==> config.mk <==
export PLATFORM = sky130hd
export DESIGN_NAME = hmbx_top
export DESIGN_NICKNAME = d
export VERILOG_FILES = /design/src/rtl/hmbx_pkg.sv /design/src/rtl/hmbx_mem.sv /design/src/rtl/hmbx_ptr.sv /design/src/rtl/hmbx_irq.sv /design/src/rtl/hmbx_top.sv
export SDC_FILE = /design/constraint.sdc
export NUM_CORES = 1
export LEC_CHECK = 0
export BUFFER_PORTS_ARGS = -buffer_cell sky130_fd_sc_hd__buf_2
export CAP_MARGIN = 10
export CORE_MARGIN = 2
export CORE_UTILIZATION = 60
export CTS_BUF_LIST = sky130_fd_sc_hd__clkbuf_16
export DETAILED_ROUTE_END_ITERATION = 8
export PLACE_DENSITY_LB_ADDON = 0.05
export SKIP_CTS_REPAIR_TIMING = 1
export SYNTH_ARGS = -nofsm -noshare
export SYNTH_HDL_FRONTEND = slang
export SYNTH_SLANG_ARGS = --single-unit
==> constraint.sdc <==
create_clock -name clk -period 3.9 [get_ports clk]
set_input_delay 0.585 -clock clk [delete_from_list [all_inputs] [get_ports clk]]
set_output_delay 0.585 -clock clk [all_outputs]
set_load 0.05 [all_outputs]
==> src/rtl/hmbx_pkg.sv <==
package hmbx_pkg;

    localparam int BW = 8;

    typedef logic [BW-1:0] byte_t;

    typedef struct packed {
        logic  en;
        logic  we;
        byte_t addr;
        byte_t data;
    } acc_t;

    typedef struct packed {
        byte_t hi;
        byte_t lo;
    } word_t;

    typedef enum logic {SRC_REG, SRC_MBOX} rsrc_e;

    // host-side offsets
    localparam byte_t HA_DATA     = 8'h00;
    localparam byte_t HA_RPTR     = 8'h01;
    localparam byte_t HA_WPTR     = 8'h02;
    localparam byte_t HA_H2C_LO   = 8'h04;
    localparam byte_t HA_H2C_HI   = 8'h05;
    localparam byte_t HA_C2H_LO   = 8'h06;
    localparam byte_t HA_C2H_HI   = 8'h07;
    localparam byte_t HA_C2H_STAT = 8'h08;
    localparam byte_t HA_H2C_STAT = 8'h09;
    localparam byte_t HA_MASK     = 8'h0A;
    localparam byte_t HA_ACK      = 8'h0B;

    // controller-side register offsets (bit 7 set)
    localparam byte_t CA_C2H_LO   = 8'h80;
    localparam byte_t CA_C2H_HI   = 8'h81;
    localparam byte_t CA_H2C_LO   = 8'h82;
    localparam byte_t CA_H2C_HI   = 8'h83;
    localparam byte_t CA_C2H_STAT = 8'h84;
    localparam byte_t CA_H2C_STAT = 8'h85;
    localparam byte_t CA_ACK      = 8'h86;

    localparam int MASK_BIT = 2;
    localparam int STA_BIT  = 0;

    function automatic bit in_store(input int unsigned idx, input int unsigned depth);
        return idx < depth;
    endfunction

endpackage

==> src/rtl/hmbx_mem.sv <==
module hmbx_mem
    import hmbx_pkg::*;
#(
    parameter int DEPTH = 61,
    parameter int IW    = 8
) (
    input  logic          clk,
    input  logic          rst,
    input  logic          wr_en,
    input  logic [IW-1:0] wr_idx,
    input  byte_t         wr_data,
    input  logic          rd_en,
    input  logic [IW-1:0] rd_idx,
    output byte_t         rd_data
);
    localparam int AW   = $clog2(DEPTH);
    localparam int LAST = DEPTH - 1;

    byte_t cells [DEPTH];
    byte_t rd_q;

    logic wr_ok, rd_ok;
    assign wr_ok = in_store(int'(wr_idx), DEPTH);
    assign rd_ok = in_store(int'(rd_idx), DEPTH);

    always_ff @(posedge clk) begin
        if (wr_en && wr_ok) begin
            cells[wr_idx[AW-1:0]] <= wr_data;
        end
    end

    always_ff @(posedge clk) begin
        if (rst) begin
            rd_q <= '0;
        end else if (rd_en) begin
            rd_q <= rd_ok ? cells[rd_idx[AW-1:0]] : '0;
        end
    end

    assign rd_data = rd_q;

    // reads beyond the last cell return zero
    a_r6_oob_read: assert property (@(posedge clk) disable iff (rst)
        (rd_en && rd_idx > IW'(LAST)) |=> (rd_data == '0));

endmodule

==> src/rtl/hmbx_ptr.sv <==
module hmbx_ptr #(
    parameter int DEPTH = 61,
    parameter int PW    = 6
) (
    input  logic          clk,
    input  logic          rst,
    input  logic          load,
    input  logic [PW-1:0] load_val,
    input  logic          step,
    output logic [PW-1:0] ptr
);
    localparam int LAST = DEPTH - 1;

    logic [PW-1:0] ptr_q, ptr_inc;

    assign ptr_inc = (ptr_q >= PW'(LAST)) ? '0 : ptr_q + 1'b1;

    always_ff @(posedge clk) begin
        if (rst) begin
            ptr_q <= '0;
        end else if (load) begin
            ptr_q <= load_val;
        end else if (step) begin
            ptr_q <= ptr_inc;
        end
    end

    assign ptr = ptr_q;

    // stepping from the last index or beyond lands on zero
    a_r5_wrap: assert property (@(posedge clk) disable iff (rst)
        (step && !load && ptr_q >= PW'(LAST)) |=> (ptr_q == '0));

    // an in-range step moves forward by exactly one
    a_r2_advance: assert property (@(posedge clk) disable iff (rst)
        (step && !load && ptr_q < PW'(LAST)) |=> (ptr_q == $past(ptr_q) + 1'b1));

    // a load takes the written value
    a_r4_load: assert property (@(posedge clk) disable iff (rst)
        load |=> (ptr_q == $past(load_val)));

endmodule

==> src/rtl/hmbx_irq.sv <==
module hmbx_irq #(
    parameter bit GATED = 1'b1
) (
    input  logic clk,
    input  logic rst,
    input  logic evt_i,
    input  logic ack_i,
    input  logic msk_we,
    input  logic msk_d,
    output logic sta_o,
    output logic msk_o,
    output logic irq_o
);
    logic sta_q;

    always_ff @(posedge clk) begin
        if (rst) begin
            sta_q <= 1'b0;
        end else if (evt_i) begin
            sta_q <= 1'b1;
        end else if (ack_i) begin
            sta_q <= 1'b0;
        end
    end

    assign sta_o = sta_q;

    generate
        if (GATED) begin : g_mask
            logic msk_q;
            always_ff @(posedge clk) begin
                if (rst) begin
                    msk_q <= 1'b0;
                end else if (msk_we) begin
                    msk_q <= msk_d;
                end
            end
            assign msk_o = msk_q;
            assign irq_o = sta_q & msk_q;

            // a cleared mask keeps the line quiet
            a_r9_masked_quiet: assert property (@(posedge clk) disable iff (rst)
                !msk_q |-> !irq_o);
        end else begin : g_plain
            logic unused_mask_in;
            assign unused_mask_in = msk_we ^ msk_d;
            assign msk_o = 1'b1;
            assign irq_o = sta_q;
        end
    endgenerate

    // a new event always leaves the flag set
    a_r10_event_wins: assert property (@(posedge clk) disable iff (rst)
        evt_i |=> sta_o);

    // an acknowledge alone clears the flag
    a_r10_ack_clears: assert property (@(posedge clk) disable iff (rst)
        (ack_i && !evt_i) |=> !sta_o);

endmodule

==> src/rtl/hmbx_top.sv <==
module hmbx_top
    import hmbx_pkg::*;
#(
    parameter int DEPTH = 61
) (
    input  logic       clk,
    input  logic       rst,
    input  logic       h_cs,
    input  logic       h_we,
    input  logic [7:0] h_addr,
    input  logic [7:0] h_wdata,
    output logic [7:0] h_rdata,
    output logic       h_irq,
    input  logic       c_en,
    input  logic       c_we,
    input  logic [7:0] c_addr,
    input  logic [7:0] c_wdata,
    output logic [7:0] c_rdata,
    output logic       c_irq
);
    localparam int PW = $clog2(DEPTH);
    localparam int IW = BW;

    acc_t hreq, creq;
    assign hreq = '{en: h_cs, we: h_we, addr: h_addr, data: h_wdata};
    assign creq = '{en: c_en, we: c_we, addr: c_addr, data: c_wdata};

    logic hw, hr, cw, cr;
    assign hw = hreq.en &  hreq.we;
    assign hr = hreq.en & ~hreq.we;
    assign cw = creq.en &  creq.we;
    assign cr = creq.en & ~creq.we;

    logic h_data_wr, h_data_rd, c_mb, c_mb_wr, c_mb_rd;
    assign h_data_wr = hw && (hreq.addr == HA_DATA);
    assign h_data_rd = hr && (hreq.addr == HA_DATA);
    assign c_mb      = ~creq.addr[7];
    assign c_mb_wr   = cw & c_mb;
    assign c_mb_rd   = cr & c_mb;

    // indices
    logic [PW-1:0] rptr, wptr;

    hmbx_ptr #(.DEPTH(DEPTH), .PW(PW)) u_rptr (
        .clk(clk), .rst(rst),
        .load(hw && (hreq.addr == HA_RPTR)),
        .load_val(hreq.data[PW-1:0]),
        .step(h_data_rd),
        .ptr(rptr)
    );

    hmbx_ptr #(.DEPTH(DEPTH), .PW(PW)) u_wptr (
        .clk(clk), .rst(rst),
        .load(hw && (hreq.addr == HA_WPTR)),
        .load_val(hreq.data[PW-1:0]),
        .step(h_data_wr),
        .ptr(wptr)
    );

    logic [IW-1:0] wptr_x, rptr_x, cidx_x;
    assign wptr_x = {{(IW-PW){1'b0}}, wptr};
    assign rptr_x = {{(IW-PW){1'b0}}, rptr};
    assign cidx_x = {1'b0, creq.addr[6:0]};

    // two separate stores
    byte_t h2c_rd, c2h_rd;

    hmbx_mem #(.DEPTH(DEPTH), .IW(IW)) u_h2c (
        .clk(clk), .rst(rst),
        .wr_en(h_data_wr), .wr_idx(wptr_x), .wr_data(hreq.data),
        .rd_en(c_mb_rd), .rd_idx(cidx_x), .rd_data(h2c_rd)
    );

    hmbx_mem #(.DEPTH(DEPTH), .IW(IW)) u_c2h (
        .clk(clk), .rst(rst),
        .wr_en(c_mb_wr), .wr_idx(cidx_x), .wr_data(creq.data),
        .rd_en(h_data_rd), .rd_idx(rptr_x), .rd_data(c2h_rd)
    );

    // control words and status bytes
    word_t h2c_ctl, c2h_ctl;
    byte_t h2c_stat, c2h_stat;

    always_ff @(posedge clk) begin
        if (rst) begin
            h2c_ctl  <= '0;
            c2h_ctl  <= '0;
            h2c_stat <= '0;
            c2h_stat <= '0;
        end else begin
            if (hw) begin
                case (hreq.addr)
                    HA_H2C_LO:   h2c_ctl.lo <= hreq.data;
                    HA_H2C_HI:   h2c_ctl.hi <= hreq.data;
                    HA_H2C_STAT: h2c_stat   <= hreq.data;
                    default: ;
                endcase
            end
            if (cw) begin
                case (creq.addr)
                    CA_C2H_LO:   c2h_ctl.lo <= creq.data;
                    CA_C2H_HI:   c2h_ctl.hi <= creq.data;
                    CA_C2H_STAT: c2h_stat   <= creq.data;
                    default: ;
                endcase
            end
        end
    end

    // interrupt flags
    logic h_sta, h_msk, c_sta, c_msk_unused;

    hmbx_irq #(.GATED(1'b1)) u_hirq (
        .clk(clk), .rst(rst),
        .evt_i(cw && (creq.addr == CA_C2H_STAT)),
        .ack_i(hw && (hreq.addr == HA_ACK) && hreq.data[0]),
        .msk_we(hw && (hreq.addr == HA_MASK)),
        .msk_d(hreq.data[MASK_BIT]),
        .sta_o(h_sta), .msk_o(h_msk), .irq_o(h_irq)
    );

    hmbx_irq #(.GATED(1'b0)) u_cirq (
        .clk(clk), .rst(rst),
        .evt_i(hw && (hreq.addr == HA_H2C_STAT)),
        .ack_i(cw && (creq.addr == CA_ACK) && creq.data[0]),
        .msk_we(1'b0),
        .msk_d(1'b0),
        .sta_o(c_sta), .msk_o(c_msk_unused), .irq_o(c_irq)
    );

    // host read path
    byte_t mask_view, h_mux, h_reg_q;
    rsrc_e h_src_q;

    always_comb begin
        mask_view = '0;
        mask_view[MASK_BIT] = h_msk;
        mask_view[STA_BIT]  = h_sta;
    end

    always_comb begin
        case (hreq.addr)
            HA_RPTR:     h_mux = rptr_x;
            HA_WPTR:     h_mux = wptr_x;
            HA_H2C_LO:   h_mux = h2c_ctl.lo;
            HA_H2C_HI:   h_mux = h2c_ctl.hi;
            HA_C2H_LO:   h_mux = c2h_ctl.lo;
            HA_C2H_HI:   h_mux = c2h_ctl.hi;
            HA_C2H_STAT: h_mux = c2h_stat;
            HA_H2C_STAT: h_mux = h2c_stat;
            HA_MASK:     h_mux = mask_view;
            default:     h_mux = '0;
        endcase
    end

    always_ff @(posedge clk) begin
        if (rst) begin
            h_reg_q <= '0;
            h_src_q <= SRC_REG;
        end else if (hr) begin
            h_reg_q <= h_mux;
            h_src_q <= (hreq.addr == HA_DATA) ? SRC_MBOX : SRC_REG;
        end
    end

    assign h_rdata = (h_src_q == SRC_MBOX) ? c2h_rd : h_reg_q;

    // controller read path
    byte_t c_mux, c_reg_q;
    rsrc_e c_src_q;

    always_comb begin
        case (creq.addr)
            CA_C2H_LO:   c_mux = c2h_ctl.lo;
            CA_C2H_HI:   c_mux = c2h_ctl.hi;
            CA_H2C_LO:   c_mux = h2c_ctl.lo;
            CA_H2C_HI:   c_mux = h2c_ctl.hi;
            CA_C2H_STAT: c_mux = c2h_stat;
            CA_H2C_STAT: c_mux = h2c_stat;
            CA_ACK:      c_mux = {7'd0, c_sta};
            default:     c_mux = '0;
        endcase
    end

    always_ff @(posedge clk) begin
        if (rst) begin
            c_reg_q <= '0;
            c_src_q <= SRC_REG;
        end else if (cr) begin
            c_reg_q <= c_mux;
            c_src_q <= c_mb ? SRC_MBOX : SRC_REG;
        end
    end

    assign c_rdata = (c_src_q == SRC_MBOX) ? h2c_rd : c_reg_q;

    // the host cannot alter the controller's control word
    a_r7_ctl_ro: assert property (@(posedge clk) disable iff (rst)
        (hw && (hreq.addr == HA_C2H_LO) && !(cw && creq.addr == CA_C2H_LO))
        |=> $stable(c2h_ctl.lo));

    // a host status write raises the controller line next cycle
    a_r8_c_raise: assert property (@(posedge clk) disable iff (rst)
        (hw && hreq.addr == HA_H2C_STAT) |=> c_irq);

endmodule

==> results.toml, run 1 <==
[global_routing]
overflow = 0
globalRouteTotalUtil = 0.297
grt_pass1_vias = 24600
grt_pass1_wl_mm = 160
antenna_found_initial = 2
grt_start_max_net_pins = 65

[yosys]
synth_cell_types = 63
syn_avg_cell_area_sq_um = 16.9
synth-main-ff-cell = "edfxtp_1"
synthArstFlopShare = 0
syn_nets = 2594
synth_cells = 2552
yosys_warnings = 0
syn_area_sq_um = 43200
synth_edf_count = 976
synth_seq_cells = 1079
ys_seq_area_frac = 0.727

[sta]
drv_slew = 0
relSlewSlack = 0.217
setup_viol = 0
fin_skew_ns = 0.0172
rsz0062_at_grt = "false"
hold_viol = 0
fmax_mhz = 330
tns_ns = 0
tightest_slew_ns = 1.18
fin_crit_sh = 0.777
period_needed_ns = 3.03

[final_layout]
fin_util = 0.687
antenna_cells = 0
layout_commonest_cell = "edfxtp_1"
design_area_sq_um = 49000
synthToLayoutAreaGrowth_pct = 13.6
nets = 2803
fillCellCount = 4732
layout-drive-gt1-share = 0.221
most-common-layout-cells = "976 x edfxtp_1, 218 x nor2_1, 198 x mux2i_1"

[clock_network]
numClockSinks = 1079
clockBufferDepth = 3
cts_made_buffers = 105
htreeDepth = 3
cts-root-buf = "clkbuf_16"
clkTransAtPathRegs_ns = 0.06
cts_tree = "done"
clk_latency_ns = 0.66

[outcome]
outcome = "finished clean"

[floorplanning]
initial_core_util = 0.605
die_x_um = 272
row_count = 98
top_level_ports = 56
core_sq_um = 71400
dieHeight_um = 272
die-area_sq_um = 74100

[placement]
dpl_cell_area_sq_um = 45600
gp_routability_congestion = 0.908
place.port_buffers = 55
hpwl_mm = 70.1

[detailed_routing]
drt-total-wl_mm = 109
first_pass_iters = 6
viasPerCell = 6.47
vias = 24600
wl_per_cell_um = 28.5
drtAntennaViolNets = 0
drtIter0Drc = 2993
route.detailed.drc = 0

[critical_path]
reg2reg_slack_ns = 0.87
crit_required_ns = 4.45
crit_arrival_ns = 3.58
worstRegToRegCells = 9
worstSetupStartpointType = "register"
worstSetupEndpointType = "register"
cp_max_fo = 53
worst_r2r_endpoint = "u_c2h.rd_data[7]$_SDFFE_PP0P_"
criticalPathCategory = "register to register"
endpoint = "u_c2h.rd_data[7]$_SDFFE_PP0P_"

[pwr]
p_leak_nw = 16.1
power.density_nw_per_um2 = 479
ir_drop_mv = 0.436

[run]
drv_cap = 0

[min_path]
hp-class = "input pin to register"
-- Yosys cell counts (27+ instances only) --
cell type,instances,area [sq um]
edfxtp_1,976,29300
nor2_1,219,822
mux2i_1,198,1980
mux4_2,160,3600
nand2_1,125,469
dfxtp_1,103,2060
clkbuf_1,86,323
a21oi_1,78,390
a22oi_1,77,578
nand3_1,73,365
mux2_2,57,642
o21ai_0,46,230
buf_1,37,139
buf_2,27,135
-- metal layers --
| metal | routed length, um | global-route usage | share of wire | vias up |
|---|---|---|---|---|
| met5 | 23 | 0 | 0.00021 | - |
| met4 | 4670 | 0.126 | 0.043 | 4 |
| met3 | 8050 | 0.0407 | 0.074 | 227 |
| met2 | 53100 | 0.483 | 0.49 | 1146 |
| met1 | 42700 | 0.408 | 0.39 | 12600 |
| li1 | - | - | - | 10600 |
-- critical path, stage by stage (launching register included) --
cell and delay, ns:
dfxtp_4 0.70, buf_12 0.45, buf_4 0.37, mux2i_1 0.24, a22oi_1 0.10, and3_1 0.23, a311oi_1 0.38, buf_4 0.21
nor4_1 0.05, a21o_1 0.15
-- registers in the layout (all words and copies together), names as in the netlist, named ones only --
name / cells
u_wptr.ptr: 6
c_src_q: 1
u_hirq.msk_o: 1
c2h_ctl: 16
c2h_stat: 8
h_src_q: 1
h_reg_q: 8
h2c_ctl: 16
h2c_stat: 8
u_rptr.ptr: 6
u_c2h.rd_data: 8
u_h2c.cells: 488
u_h2c.rd_data: 8
c_reg_q: 8
u_cirq.irq_o: 1
u_c2h.cells: 488
u_hirq.sta_o: 1
-- final cells by class --
cell class	count	area (sq um)	area share
clock buffers	109	2730	0.0556
clock inverters	89	738	0.0151
inverters	23	86.3	0.00176
multi-input cells	1298	11100	0.226
flip-flops and latches	1079	31400	0.640
well taps	950	1190	0.0242
repair buffers	254	1830	0.0374
-- worst min path at each step --
stage / from / to / slack (ns) / cells after the start
floorplan: u_c2h.rd_data[7]$_SDFFE_PP0P_ / u_c2h.rd_data[7]$_SDFFE_PP0P_ / 0.42 / 1
global placement: h_reg_q[1]$_SDFFE_PP0P_ / h_reg_q[1]$_SDFFE_PP0P_ / 0.44 / 2
detailed placement: h_reg_q[1]$_SDFFE_PP0P_ / h_reg_q[1]$_SDFFE_PP0P_ / 0.45 / 2
CTS: rst / h_reg_q[0]$_SDFFE_PP0P_ / 0.27 / 2
global route: rst / h_reg_q[0]$_SDFFE_PP0P_ / 0.28 / 2
finish: rst / h_reg_q[0]$_SDFFE_PP0P_ / 0.29 / 2
-- report_power, final --
group / switching, mW / internal, mW
Sequential: 0.00546 / 12.6
Clock: 4.22 / 5.90
Combinational: 0.550 / 0.216
Total: 4.77 / 18.7
-- metrics by stage --
stage	worst slack, ns	std cells	hold WS [ns]	power (mW)
finish	0.871	3802	0.293	23.5
global route	0.669	3802	0.284	24.1
CTS	0.829	3802	0.270	23.6
detailed placement	0.536	3604	0.451	13.6
global placement	0.568	3604	0.444	13.6
floorplan	0.675	2552	0.421	13.2
-- cells by family (layout without fill, tap and decap cells) --
kind of cell	after synthesis	after routing	share of synthesized area
adders and majority gates	4	4	0.00116
buffers and inverters	175	475	0.0163
and+or+nand+nor	527	527	0.0549
DFF	1079	1079	0.727
AOI/OAI and AO/OA	352	352	0.0567
muxes	415	415	0.144
Note: power is estimated with default switching activity, not from simulation.
==> run 2, diff against run 1 <==
CORE_UTILIZATION = 57   (was 60)
clock period = 2.75 ns   (was 3.9 ns; I/O delays follow)
==> results.toml, run 2 (synthesis gave the netlist of run 1 again) <==
[outcome]
outcome = "finished clean"

[min_path]
min-delay-start = "c_we"
hp-class = "input pin to register"
holdPathEnd = "c_src_q$_SDFFE_PP0P_"
min_path_cells = 4

[floorplanning]
core_sq_um = 74700
die-area_sq_um = 78000
dieHeight_um = 279
top_level_ports = 56
row_count = 100
initial_core_util = 0.578
die_x_um = 279

[sta]
tightest_slew_ns = 1.07
fin_crit_sh = 0.972
rsz0062_at_grt = "false"
fin_skew_ns = 0.0201
fmax_mhz = 374
worst_slack_ns = 0.0757
hold_viol = 0
relSlewSlack = 0.289
tns_ns = 0
hold_ws_ns = 0.196
setup_viol = 0
period_needed_ns = 2.67
drv_slew = 0

[detailed_routing]
viasPerCell = 6.41
first_pass_iters = 6
drt-total-wl_mm = 114
vias = 25100
drtIter0Drc = 2982
route.detailed.drc = 0
wl_per_cell_um = 29.1
drtAntennaViolNets = 0

[critical_path]
reg2reg_slack_ns = 0.08
worst_r2r_endpoint = "u_c2h.rd_data[4]$_SDFFE_PP0P_"
crit_chain = "buf_4 > nor2b_1 > a2111oi_0 > buf_4 > a2111oi_0 > a311oi_1 > buf_4 > o22ai_1 > a221o_1"
criticalPathCategory = "register to register"
worstSetupEndpointType = "register"
worstRegToRegCells = 9
worstSetupStartpointType = "register"
max_stage_delay_ns = 0.62
crit_slowest_cell = "a2111oi_0"
crit_top_cell = "buf_4"
crit_required_ns = 3.29
crit_arrival_ns = 3.21
cp_max_fo = 10

[clock_network]
numClockSinks = 1079
cts_made_buffers = 106
htreeDepth = 3
clockBufferDepth = 3
cts-root-buf = "clkbuf_16"
clkTransAtPathRegs_ns = 0.06
cts_tree = "done"
clk_latency_ns = 0.66

[pwr]
p_leak_nw = 16.7
ir_drop_mv = 0.621
power.density_nw_per_um2 = 680
p_total_mw = 34.3

[global_routing]
antenna_found_initial = 1
gr-max-usage-layer = "met2"
grt_pass1_vias = 25200
grtUsageMet3 = 0.0411
overflow = 0
globalRouteTotalUtil = 0.296
grt_start_max_net_pins = 65
grt_pass1_wl_mm = 168
gr-usage-met1 = 0.418
use_met2 = 0.474

[final_layout]
antenna_cells = 0
layout_commonest_cell = "edfxtp_1"
synthToLayoutAreaGrowth_pct = 16.9
nets = 2903
design_area_sq_um = 50500
most-common-layout-cells = "976 x edfxtp_1, 271 x buf_4, 198 x nor2_1, 198 x mux2i_1, 160 x mux4_2"
layout-drive-gt1-share = 0.259

[run]
drv_cap = 0

[placement]
preCtsSetupSlack_ns = -0.183
gp_routability_congestion = 0.928
place.port_buffers = 55
dpl_cell_area_sq_um = 46800
hpwl_mm = 75.7
run 2: cell count changes in the layout (fill, tap and decap cells not counted), moves of 3 or more:
cell,change
buf_4,+74
nor2_1,-20
nor2_4,+8
buf_12,+25
nor2_2,+12
inv_1,-11
bufinv_16,+6
clkinv_1,+3
run 2: final cells by class:
| cell class | instances | area, sq um |
|---|---|---|
| clock buffers | 111 | 2780 |
| clock inverters | 90 | 910 |
| fillers | 4966 | 24200 |
| inverters | 23 | 86.3 |
| multi-input cells | 1298 | 11200 |
| flip-flops and latches | 1079 | 31400 |
| well taps | 969 | 1210 |
| repair buffers | 353 | 2890 |
run 2: how the worst max path moves through the flow:
stage / to / start / depth (start not counted) / slack [ns]
after detailed placement: u_h2c.cells[11][5]$_DFFE_PP_ / h_addr[5] / 11 / -0.18
after global routing: u_c2h.rd_data[4]$_SDFFE_PP0P_ / register / 9 / 0.02
after CTS: u_c2h.rd_data[4]$_SDFFE_PP0P_ / register / 9 / 0.07
final: u_c2h.rd_data[4]$_SDFFE_PP0P_ / register / 9 / 0.08
after global placement: u_h2c.cells[8][5]$_DFFE_PP_ / h_addr[5] / 11 / -0.15
after floorplan: register / h_addr[5] / 8 / -0.23
run 2: routing by layer:
metal	part of all wire	wire length, um
met5	0	0
met4	0.039	4490
met3	0.077	8820
met2	0.48	54800
met1	0.40	46200
run 2: critical path, delay by kind of cell (launching register included):
family | cells | cell delay (ns)
flops | 1 | 0.48
buf+inv | 3 | 0.63
simple gates | 1 | 0.07
compound gates | 5 | 1.37
run 2: where the power goes:
group | leakage [nW] | internal, mW | switching, mW
combinational | 5.28 | 0.402 | 0.833
sequential | 9.60 | 17.9 | 0.0106
clock | 1.84 | 9.07 | 6.11
run 2: metrics by stage:
stage	utilization	instances
2_1_floorplan	-	2552
3_3_place_gp	0.626	3722
3_5_place_dp	0.626	3722
4_1_cts	0.675	3923
5_1_grt	0.675	3923
6_report	0.675	3923
